--- src/rtl/cq_pkg.sv ---
package cq_pkg;
  localparam int CMD_BEATS   = 4;
  localparam int BEAT_W      = 64;
  localparam int PAGE_SHIFT  = 12;
  localparam int ENTRY_SHIFT = 5;
  localparam int PAGE_ENTRY_LOG = PAGE_SHIFT - ENTRY_SHIFT;

  localparam logic [7:0] OPC_TRIGGER  = 8'h03;
  localparam logic [7:0] OPC_UNPEND   = 8'h04;
  localparam logic [7:0] OPC_SYNC     = 8'h05;
  localparam logic [7:0] OPC_MAP_DEV  = 8'h08;
  localparam logic [7:0] OPC_MAP_COL  = 8'h09;
  localparam logic [7:0] OPC_MAP_EVT  = 8'h0A;
  localparam logic [7:0] OPC_MAP_SELF = 8'h0B;
  localparam logic [7:0] OPC_INV_ALL  = 8'h0D;
  localparam logic [7:0] OPC_REMOVE   = 8'h0F;

  typedef enum logic [1:0] {
    KIND_HANDLER = 2'd0,
    KIND_SYNC    = 2'd1,
    KIND_BCAST   = 2'd2,
    KIND_SKIP    = 2'd3
  } cmd_kind_e;

  function automatic cmd_kind_e classify(input logic [7:0] opc);
    case (opc)
      OPC_TRIGGER, OPC_UNPEND, OPC_MAP_DEV, OPC_MAP_COL,
      OPC_MAP_EVT, OPC_MAP_SELF, OPC_REMOVE: return KIND_HANDLER;
      OPC_SYNC:                              return KIND_SYNC;
      OPC_INV_ALL:                           return KIND_BCAST;
      default:                               return KIND_SKIP;
    endcase
  endfunction
endpackage

--- src/rtl/cq_ptr_unit.sv ---
module cq_ptr_unit #(
  parameter int SIZE_W = 8,
  localparam int IDX_W = SIZE_W + cq_pkg::PAGE_ENTRY_LOG
) (
  input  logic              clk,
  input  logic              rst_n,
  input  logic              en,
  input  logic [SIZE_W-1:0] size_fld,
  input  logic [IDX_W-1:0]  wr_idx,
  input  logic              busy,
  input  logic              advance,
  input  logic              stall_set,
  output logic [IDX_W-1:0]  rd_idx,
  output logic              stalled,
  output logic              in_range,
  output logic              go
);
  function automatic logic [IDX_W:0] depth_of(input logic [SIZE_W-1:0] s);
    logic [IDX_W:0] pages;
    pages = (IDX_W+1)'(s) + (IDX_W+1)'(1);
    return pages << cq_pkg::PAGE_ENTRY_LOG;
  endfunction

  function automatic logic [IDX_W-1:0] next_idx(input logic [IDX_W-1:0] idx,
                                                input logic [IDX_W:0]   depth);
    logic [IDX_W:0] n;
    n = {1'b0, idx} + (IDX_W+1)'(1);
    return (n == depth) ? '0 : n[IDX_W-1:0];
  endfunction

  logic [IDX_W:0] depth;

  assign depth    = depth_of(size_fld);
  assign in_range = ({1'b0, wr_idx} < depth) && ({1'b0, rd_idx} < depth);
  assign go       = en && !stalled && !busy && in_range && (wr_idx != rd_idx);

  always_ff @(posedge clk or negedge rst_n) begin
    if (!rst_n) begin
      rd_idx  <= '0;
      stalled <= 1'b0;
    end else begin
      if (advance)   rd_idx  <= next_idx(rd_idx, depth);
      if (stall_set) stalled <= 1'b1;
    end
  end
endmodule

--- src/rtl/cq_fetch.sv ---
module cq_fetch #(
  parameter int PA_W  = 48,
  parameter int IDX_W = 15,
  localparam int PFN_W  = PA_W - cq_pkg::PAGE_SHIFT,
  localparam int BEAT_I = $clog2(cq_pkg::CMD_BEATS)
) (
  input  logic                    clk,
  input  logic                    rst_n,
  input  logic                    start,
  input  logic [PFN_W-1:0]        base_pfn,
  input  logic [IDX_W-1:0]        idx,
  output logic                    mem_rd_valid,
  input  logic                    mem_rd_ready,
  output logic [PA_W-1:0]         mem_rd_addr,
  input  logic                    mem_rsp_valid,
  input  logic [cq_pkg::BEAT_W-1:0] mem_rsp_data,
  input  logic                    mem_rsp_err,
  output logic [PA_W-1:0]         entry_addr,
  output logic [cq_pkg::CMD_BEATS*cq_pkg::BEAT_W-1:0] cmd,
  output logic                    done,
  output logic                    err
);
  function automatic logic [PA_W-1:0] entry_address(input logic [PFN_W-1:0] pfn,
                                                    input logic [IDX_W-1:0] i);
    logic [PA_W-1:0] base;
    logic [PA_W-1:0] off;
    base = {pfn, {cq_pkg::PAGE_SHIFT{1'b0}}};
    off  = PA_W'(i) << cq_pkg::ENTRY_SHIFT;
    return base + off;
  endfunction

  function automatic logic [PA_W-1:0] beat_address(input logic [PA_W-1:0] ea,
                                                   input logic [BEAT_I-1:0] b);
    return ea + (PA_W'(b) << 3);
  endfunction

  logic              active;
  logic              waiting;
  logic [BEAT_I-1:0] beat;
  logic              last_beat;
  logic [cq_pkg::CMD_BEATS-1:0][cq_pkg::BEAT_W-1:0] beats_q;

  assign last_beat    = (beat == BEAT_I'(cq_pkg::CMD_BEATS - 1));
  assign mem_rd_valid = active && !waiting;
  assign mem_rd_addr  = beat_address(entry_addr, beat);
  assign err          = active && waiting && mem_rsp_valid && mem_rsp_err;
  assign done         = active && waiting && mem_rsp_valid && !mem_rsp_err && last_beat;
  assign cmd          = beats_q;

  always_ff @(posedge clk or negedge rst_n) begin
    if (!rst_n) begin
      active     <= 1'b0;
      waiting    <= 1'b0;
      beat       <= '0;
      entry_addr <= '0;
      beats_q    <= '0;
    end else if (start) begin
      active     <= 1'b1;
      waiting    <= 1'b0;
      beat       <= '0;
      entry_addr <= entry_address(base_pfn, idx);
    end else if (active) begin
      if (!waiting) begin
        if (mem_rd_ready) waiting <= 1'b1;
      end else if (mem_rsp_valid) begin
        waiting <= 1'b0;
        if (mem_rsp_err) begin
          active <= 1'b0;
        end else begin
          beats_q[beat] <= mem_rsp_data;
          if (last_beat) active <= 1'b0;
          else           beat   <= beat + BEAT_I'(1);
        end
      end
    end
  end
endmodule

--- src/rtl/cq_dispatch.sv ---
module cq_dispatch #(
  parameter int PA_W = 48,
  parameter int NCPU = 4
) (
  input  logic            clk,
  input  logic            rst_n,
  input  logic            start,
  input  logic [7:0]      opcode,
  output logic            hnd_valid,
  input  logic            hnd_ready,
  output logic [7:0]      hnd_opcode,
  input  logic            hnd_done,
  input  logic            hnd_stall,
  output logic [NCPU-1:0] recalc,
  output logic            done,
  output logic            stall
);
  import cq_pkg::*;

  typedef enum logic [2:0] {
    D_IDLE  = 3'd0,
    D_OFFER = 3'd1,
    D_WAIT  = 3'd2,
    D_BCAST = 3'd3,
    D_PASS  = 3'd4
  } disp_state_e;

  disp_state_e state;
  logic [7:0]  opc_q;
  logic        bcast_now;

  assign hnd_valid  = (state == D_OFFER);
  assign hnd_opcode = opc_q;
  assign bcast_now  = (state == D_BCAST);
  assign done       = (state == D_PASS) || bcast_now || ((state == D_WAIT) && hnd_done);
  assign stall      = (state == D_WAIT) && hnd_done && hnd_stall;

  for (genvar c = 0; c < NCPU; c++) begin : g_cpu
    assign recalc[c] = bcast_now;
  end

  always_ff @(posedge clk or negedge rst_n) begin
    if (!rst_n) begin
      state <= D_IDLE;
      opc_q <= '0;
    end else begin
      case (state)
        D_IDLE: if (start) begin
          opc_q <= opcode;
          case (classify(opcode))
            KIND_HANDLER: state <= D_OFFER;
            KIND_BCAST:   state <= D_BCAST;
            default:      state <= D_PASS;
          endcase
        end
        D_OFFER: if (hnd_ready) state <= D_WAIT;
        D_WAIT:  if (hnd_done)  state <= D_IDLE;
        default: state <= D_IDLE;
      endcase
    end
  end
endmodule

--- src/rtl/cq_ring_proc.sv ---
module cq_ring_proc #(
  parameter int PA_W   = 48,
  parameter int SIZE_W = 8,
  parameter int NCPU   = 4,
  localparam int IDX_W = SIZE_W + cq_pkg::PAGE_ENTRY_LOG,
  localparam int PFN_W = PA_W - cq_pkg::PAGE_SHIFT,
  localparam int CMD_W = cq_pkg::CMD_BEATS * cq_pkg::BEAT_W
) (
  input  logic              clk,
  input  logic              rst_n,
  input  logic              en,
  input  logic [SIZE_W-1:0] size_fld,
  input  logic [PFN_W-1:0]  base_pfn,
  input  logic [IDX_W-1:0]  wr_idx,
  output logic [IDX_W-1:0]  rd_idx,
  output logic              stalled,
  output logic              mem_rd_valid,
  input  logic              mem_rd_ready,
  output logic [PA_W-1:0]   mem_rd_addr,
  input  logic              mem_rsp_valid,
  input  logic [63:0]       mem_rsp_data,
  input  logic              mem_rsp_err,
  output logic              hnd_valid,
  input  logic              hnd_ready,
  output logic [7:0]        hnd_opcode,
  output logic [PA_W-1:0]   hnd_addr,
  output logic [CMD_W-1:0]  hnd_cmd,
  input  logic              hnd_done,
  input  logic              hnd_stall,
  output logic [NCPU-1:0]   recalc
);
  // named internal events
  logic busy;
  logic go;
  logic in_range;
  logic fetch_done;
  logic fetch_err;
  logic disp_done;
  logic disp_stall;
  logic advance;
  logic stall_set;
  logic [PA_W-1:0]  entry_addr;
  logic [CMD_W-1:0] cmd;

  assign advance   = disp_done && !disp_stall;
  assign stall_set = fetch_err || (disp_done && disp_stall);
  assign hnd_addr  = entry_addr;
  assign hnd_cmd   = cmd;

  always_ff @(posedge clk or negedge rst_n) begin
    if (!rst_n)                    busy <= 1'b0;
    else if (go)                   busy <= 1'b1;
    else if (advance || stall_set) busy <= 1'b0;
  end

  cq_ptr_unit #(.SIZE_W(SIZE_W)) u_ptr (
    .clk(clk), .rst_n(rst_n), .en(en), .size_fld(size_fld), .wr_idx(wr_idx),
    .busy(busy), .advance(advance), .stall_set(stall_set),
    .rd_idx(rd_idx), .stalled(stalled), .in_range(in_range), .go(go)
  );

  cq_fetch #(.PA_W(PA_W), .IDX_W(IDX_W)) u_fetch (
    .clk(clk), .rst_n(rst_n), .start(go), .base_pfn(base_pfn), .idx(rd_idx),
    .mem_rd_valid(mem_rd_valid), .mem_rd_ready(mem_rd_ready), .mem_rd_addr(mem_rd_addr),
    .mem_rsp_valid(mem_rsp_valid), .mem_rsp_data(mem_rsp_data), .mem_rsp_err(mem_rsp_err),
    .entry_addr(entry_addr), .cmd(cmd), .done(fetch_done), .err(fetch_err)
  );

  cq_dispatch #(.PA_W(PA_W), .NCPU(NCPU)) u_disp (
    .clk(clk), .rst_n(rst_n), .start(fetch_done), .opcode(cmd[7:0]),
    .hnd_valid(hnd_valid), .hnd_ready(hnd_ready), .hnd_opcode(hnd_opcode),
    .hnd_done(hnd_done), .hnd_stall(hnd_stall), .recalc(recalc),
    .done(disp_done), .stall(disp_stall)
  );
endmodule

--- config.mk ---
export PLATFORM = sky130hd
export DESIGN_NAME = cq_ring_proc
export DESIGN_NICKNAME = d
export VERILOG_FILES = /design/src/rtl/cq_pkg.sv /design/src/rtl/cq_ptr_unit.sv /design/src/rtl/cq_fetch.sv /design/src/rtl/cq_dispatch.sv /design/src/rtl/cq_ring_proc.sv
export SDC_FILE = /design/constraint.sdc
export NUM_CORES = 1
export LEC_CHECK = 0
export ABC_AREA = 1
export BUFFER_PORTS_ARGS = -buffer_cell sky130_fd_sc_hd__buf_4
export CAP_MARGIN = 0
export CORE_AREA = 2 2 207 209
export CTS_CLUSTER_DIAMETER = 100
export DETAILED_ROUTE_END_ITERATION = 6
export DIE_AREA = 0 0 209 211
export GPL_TIMING_DRIVEN = 0
export PLACE_DENSITY = 0.69
export SLEW_MARGIN = 20
export SYNTH_ARGS = -nofsm -noshare
export SYNTH_HDL_FRONTEND = slang
export SYNTH_SLANG_ARGS = --single-unit
--- constraint.sdc ---
create_clock -name clk -period 2.2 [get_ports clk]
set_input_delay 0.44 -clock clk [delete_from_list [all_inputs] [get_ports clk]]
set_output_delay 0.44 -clock clk [all_outputs]
set_load 0.05 [all_outputs]
======== Word level (Yosys, flattened, before mapping) ========
Memory sizes are Yosys's and may differ from the RTL's.
Index checks and enable logic that the tools add are counted.
operators by class
  equality and inequality tests ........... 13
  reduce and logical (&&, ||, !) cells .... 36
  mux-type cells .......................... 31
  add/sub/neg operators ................... 5
  bitwise gates (word level) .............. 2
  order comparisons ....................... 4
operators with widths
  cell                                           count
  bitwise mux 256 bit                            1
  demux 64 bit (select 2 bit)                    1
  two-way mux 64 bit                             1
  adder 48 x 20 -> 48 bit                        1
  adder 48 x 5 -> 48 bit                         1
  < comparator 15 x 16 -> 1 bit                  2
  two-way mux 2 bit                              9
  adder 15 x 1 -> 16 bit, second input constant  1
  == test 16 bit                                 1
  logical AND 1 bit                              16
  two-way mux 15 bit                             1
  != test 15 bit                                 1
  two-way mux 1 bit                              13
  AND reduction 5 bit                            2
  adder 8 x 1 -> 9 bit, second input constant    1
  two-way mux 3 bit                              3
  case mux 3 bit (3 select lines)                1
  nonzero test 2 bit                             4
  == test 3 x 2 -> 1 bit, second input constant  2
  != test 2 bit, second input constant           3
  case mux 3 bit (2 select lines)                1
  zero test 1 bit                                5
  == test 2 bit, second input constant           2
  zero test 4 bit                                1
  12 further kinds                               17
word-level totals
  word-level logic and storage cells ...... 105
  register bits ........................... 336
  input bits .............................. 132
  memories kept ........................... 1
  memory bits (read-only) ................. 32
  output and inout port bits .............. 382
memory list
  memory           depth  bits a word  rd ports  clocked after Yosys merged registers in  write ports  RTL line      source
  (no name shown)  16     2            1         0                                        0            cq_pkg.sv:26  case (opc)

======== Depth between registers and ports, before layout ========
  depth after elaboration ................. 10
  depth in mapped cells ................... 18
  depth with buffers taken out ............ 16

======== Hierarchy ========
From an unflattened synthesis, not the netlist that was laid out.
second synthesis, totals
  cells, all modules ...................... 1867
  area total of the unflattened synthesis .. 15866.5 µm²
modules (own cells, without submodules)
  module        cells an instance  times used  area an instance (µm²)  sequential area each (µm²)
  cq_fetch      1454               1           13180.1                 7582.3
  cq_ptr_unit   322                1           1965.6                  400.4
  cq_dispatch   82                 1           654.4                   275.3
  cq_ring_proc  9                  1           66.3                    25.0

======== Least setup slack after synthesis ========
Ideal clock, no wire load.
  path type ............................... flip-flop to flip-flop
  from .................................... register u_ptr.rd_idx[7]
  to ...................................... register u_fetch.entry_addr[40]
  setup time .............................. 0.118 ns
  buffers on the path ..................... 0
  arrival ................................. 2.619 ns
  data required time ...................... 2.082 ns
  cell stages (with the launch flop) ...... 14
  period minus slack after synthesis ...... 2.737 ns
  slack ................................... -0.537 ns
  path through ............................ dfrtp_1 ha_1 inv_1 fa_1 o31ai_1 nand2_1 nand2_1 nand2_1 nor2_1 nand2_1 nor2_1 nand2_1 nand3_1 nand2_1
between the ends
  longest elaborated chain between the ends .. 4
  elaborated cells on any way between the ends .. 6
  those cells by class .................... 1 x add/sub; 1 x order compare; 1 x eq/ne; 3 x reduce/logical
RTL lines
  element                                                                          RTL line           source
  start, declared                                                                  cq_ptr_unit.sv:13  output logic [IDX_W-1:0] rd_idx,
  start signal, assigned                                                           cq_ptr_unit.sv:42  if (advance) rd_idx <= next_idx(rd_idx, depth);
  parallel branches: the longest is 4 deep, another holds adder 48 x 20 -> 48 bit  n/a
  end signal, assigned                                                             cq_fetch.sv:61     entry_addr <= entry_address(base_pfn, idx);
  end, declared                                                                    cq_fetch.sv:18     output logic [PA_W-1:0] entry_addr,
Parallel ways; which one is timed is not known.
A chain may end at the register's enable or synchronous reset.

======== Worst setup path after layout ========
  from .................................... register u_ptr.rd_idx[14]
  to ...................................... register u_fetch.beats_q, in the netlist u_fetch.cmd[190]
between the ends
  longest elaborated chain between the ends .. 6
  elaborated cells on any way between the ends .. 7
  those cells by class .................... 1 x order compare; 1 x eq/ne; 1 x bitwise; 4 x reduce/logical
RTL lines
  element                                 RTL line           source
  < comparator 15 x 16 -> 1 bit           cq_ptr_unit.sv:34  assign in_range = ({1'b0, wr_idx} < depth) && ({1'b0, rd_idx} < depth);
  logical AND 1 bit                       cq_ptr_unit.sv:34
  logical AND 1 bit                       cq_ptr_unit.sv:35  assign go = en && !stalled && !busy && in_range && (wr_idx != rd_idx);
  logical AND 1 bit *                     cq_ptr_unit.sv:35
  inverter 1 bit (no source line) *       n/a
  AND reduction 5 bit (no source line) *  n/a
  end signal, assigned by index           cq_fetch.sv:70     beats_q[beat] <= mem_rsp_data;
  end, declared                           cq_fetch.sv:41     logic [cq_pkg::CMD_BEATS-1:0][cq_pkg::BEAT_W-1:0] beats_q;
Every way passes the cells marked *; elsewhere a longest branch is shown, timed or not.

==> metrics.csv <==
stage,metric,value,unit
power,combinational share of power,11.5,%
timing,Final Max Tran Viols,0,
placed_design,GP Congestion,0.9049,
synthesis,largest cells by area after synthesis,"dfrtp_1 50%, nand2_1 18%, nand4_1 8.0%",
hold_path,worst min-delay path class,input port to flip-flop,
setup_path,CP startpoint kind,flip-flop,
hold_path,Hold EP,u_ptr.stalled$_DFFE_PN0P_,
die,Die ar.,0.04410,mm^2
synthesis,most common cell in the synthesized netlist,nand2_1,
route,DRT iter0 DRCs,1492,
setup_path,crit path capture type,flip-flop,
clock_network,CTS HTree Levels,2,
power,Power Total,14.91,mW
placed_design,Port Buf Inserts,505,
timing,Final min period,2.295,ns
die,row count,75,
die,die width,209,um
power,Flop pwr share,41.9,%
die,I/O pin cnt,514,
setup_path,maximum net fanout on the critical path,8,
timing,period utilization,104.3,%
synthesis,Yosys top cell by area,dfrtp_1,
finish,Reg area,0.008299,mm^2
run,Max Cap Viol,0,
synthesis,Avg Inst Size Synth,8.406,um^2
route,total number of vias,16851,
global_routing,initial antenna violation count,1,
timing,final hold vios,0,
setup_path,crit path DAT,2.74,ns
power,clock power share,46.6,%
power,Worst VDD drop,0.4723,mV
clock_network,Max Root-Sink Buffers,3,
synthesis,top cell type's share of synthesized area,50.12,%
global_routing,vias in the first global route,15794,
die,Die Ht,211,um
synthesis,post-synthesis async set-or-reset flop share,100.0,%
clock_network,CTS Sinks,331,
global_routing,Total Routing Usage GR,28.47,%
timing,unrepaired setup endpoints after global routing,true,
hold_path,Hold Path Stages,3,
global_routing,global-route congestion overflow total,0,
clock_network,Num CTS Buffers,38,
die,initial core utilization,39.57,%
timing,max_slew headroom,53.81,%
synthesis,Yosys Warn Count,0,
synthesis,Synth Register Bits,331,
synthesis,Post-Syn Instances,1966,
clock_network,CTS tree,built,
synthesis,Synth Flop Type,dfrtp_1,
timing,Worst Slack Setup Final,-0.09529,ns
synthesis,Post-synth top cells,"773 x nand2_1, 331 x dfrtp_1, 211 x nand4_1",
setup_path,CP Data Required Time,2.64,ns
timing,Final Skew,0.01567,ns
power,P_int,11.05,mW
finish,share of post-route cells with drive strength above 1,43.21,%
finish,area grow syn2layout,52.39,%
setup_path,WS Path Type,flip-flop to flip-flop,
placed_design,HPWL after detailed placement,47580,um
global_routing,largest net degree at the start of global routing,102,
finish,Post-Layout Cell Count,3169,
clock_network,CTS root buf,clkbuf_16,
setup_path,origin of the critical flop-to-flop path,u_ptr.rd_idx[14]$_DFFE_PN0P_,
route,drt total wl,67780,um
clock_network,Worst-path clk slew,0.06,ns
outcome,failing checks,negative setup slack,
global_routing,first-pass GRT wire length,96470,um
setup_path,r2r worst-path depth,12,
finish,footprint of the multi-input gates,0.007959,mm^2
route,routed len/inst,21.39,um
route,Antenna Nets Post-Route,0,
timing,Slew @ Worst Pin,0.6865,ns
timing,final setup fails,230,
synthesis,sequential element share of the synthesized area,50.12,%
power,total net switching power,3.863,mW
power,P per Cell Area,592.0,mW/mm^2
synthesis,Post-synth EDFFs,0,
placed_design,Cells after DPL,3020,
clock_network,Skew-Pair Late Insertion Delay,0.56,ns
synthesis,Cell variety after synth,47,
route,Vias/cell,5.317,
timing,highest clock rate,435.7,MHz
finish,# nets final,2757,
synthesis,cell area after synthesis,0.01653,mm^2
hold_path,Worst Hold Launch,hnd_stall,
die,CORE AREA,0.04176,mm^2
outcome,status,finished with violations,
setup_path,"setup slack, reg-to-reg",-0.1,ns
setup_path,reg2reg end,u_fetch.cmd[190]$_DFFE_PN0P_,
finish,Fillers,3523,
power,Leak,13.56,nW
power,sw frac,25.91,%
route,first-pass detailed-route iteration total,6,
placed_design,Area after DPL,0.02122,mm^2
finish,post-route cell area,0.02518,mm^2
route,DR DRC count,0,
cell families after synthesis:
| family | Yosys count | share of synthesized area (%) |
|---|---|---|
| flops | 331 | 50.12 |
| other cells | 1 | 0.02269 |
| buf+inv | 280 | 9.782 |
| simple gates | 1191 | 31.97 |
| fa+ha+maj | 25 | 1.938 |
| compound gates | 77 | 2.885 |
| xor+xnor | 61 | 3.278 |
area by class of cell:
type                    instances  share of cell area (%)
diodes                          1                0.009936
plain buffers                 172                   6.031
clock buffers                  52                   4.228
clock inverters                17                   1.133
inverters                     108                   1.659
multi-input cells            1365                   31.60
flip-flops and latches        331                   32.95
well taps                     539                   2.678
repair buffers                584                   19.70
power by group through the flow:
stage | Sequential [mW] | Clock, mW | Combinational [mW]
floorplan | 6.46 | 0 | 0.607
global placement | 6.37 | 0 | 1.39
detailed placement | 6.37 | 0 | 1.43
CTS | 6.23 | 7.02 | 1.62
global route | 6.24 | 7.29 | 1.85
finish | 6.24 | 6.95 | 1.72
placed cells by master (no fill, tap or decap), drive strengths merged, types with 8 or more instances in the layout:
| cell | count |
|---|---|
| conb | 8 |
| xnor2 | 32 |
| nor3 | 22 |
| buf | 701 |
| clkbuf | 106 |
| nand4 | 212 |
| ha | 24 |
| a21oi | 10 |
| o21ai | 50 |
| nor2 | 55 |
| inv | 107 |
| dfrtp | 331 |
| xor2 | 29 |
| clkinv | 8 |
| nand2 | 779 |
| nand3 | 119 |
worst max-delay path, stage by stage (launching register included):
cell and delay (ns):
dfrtp_2 0.50, buf_4 0.18, xnor2_1 0.15, nand4_1 0.11, nor2_1 0.23, a21oi_2 0.11, nand3_4 0.12, buf_12 0.18
nand3_4 0.11, buf_12 0.17, clkbuf_16 0.18, nand2_4 0.05, nand2_2 0.05
stage by stage:
step,hold slack [ns],setup WS (ns),setup TNS [ns],util [%]
4_1_cts,0.1173,-0.05048,-1.052,56.07
3_5_place_dp,0.4078,-0.7543,-204.57,50.82
5_1_grt,0.1394,-0.1687,-31.58,60.31
2_1_floorplan,0.1444,-0.1033,-26.13,-
3_3_place_gp,0.4559,-2.986,-995.63,50.61
6_report,0.1491,-0.09529,-8.392,60.31
state kept, by name, indices dropped and copies added, names as in the netlist:
| signal | count |
|---|---|
| u_fetch.waiting | 1 |
| u_disp.state | 3 |
| u_fetch.entry_addr | 43 |
| busy | 1 |
| u_disp.hnd_opcode | 8 |
| u_fetch.beat | 2 |
| u_fetch.cmd | 256 |
| u_fetch.active | 1 |
| u_ptr.rd_idx | 15 |
| u_ptr.stalled | 1 |
worst max path at each step:
stage | from | to
2_1_floorplan | size_fld[0] | u_fetch.entry_addr[29]$_DFFE_PN0P_
3_3_place_gp | rst_n | u_ptr.rd_idx[7]$_DFFE_PN0P_
3_5_place_dp | size_fld[0] | u_fetch.cmd[238]$_DFFE_PN0P_
4_1_cts | u_ptr.rd_idx[9]$_DFFE_PN0P_ | u_fetch.cmd[117]$_DFFE_PN0P_
5_1_grt | u_ptr.rd_idx[9]$_DFFE_PN0P_ | u_fetch.cmd[113]$_DFFE_PN0P_
6_report | u_ptr.rd_idx[14]$_DFFE_PN0P_ | u_fetch.cmd[190]$_DFFE_PN0P_
per-layer routing:
layer	routed length (um)	share of wire, %	up-vias	global-route usage [%]
li1	-	-	7698	-
met5	0	0	-	0
met2	32610	48	748	46.28
met4	2444	3.6	0	10.89
met3	4902	7.2	139	5.516
met1	27820	41	8266	37.78
what timing repair did:
action	4_1_cts	5_1_grt
hold endpoints to repair	52	0
gates cloned	8	23
pin swaps	18	46
gates resized for setup	118	382
hold buffers	1	0
setup endpoints to repair	306	319
buffers inserted	32	17
Power figures use the tool's default switching activity.
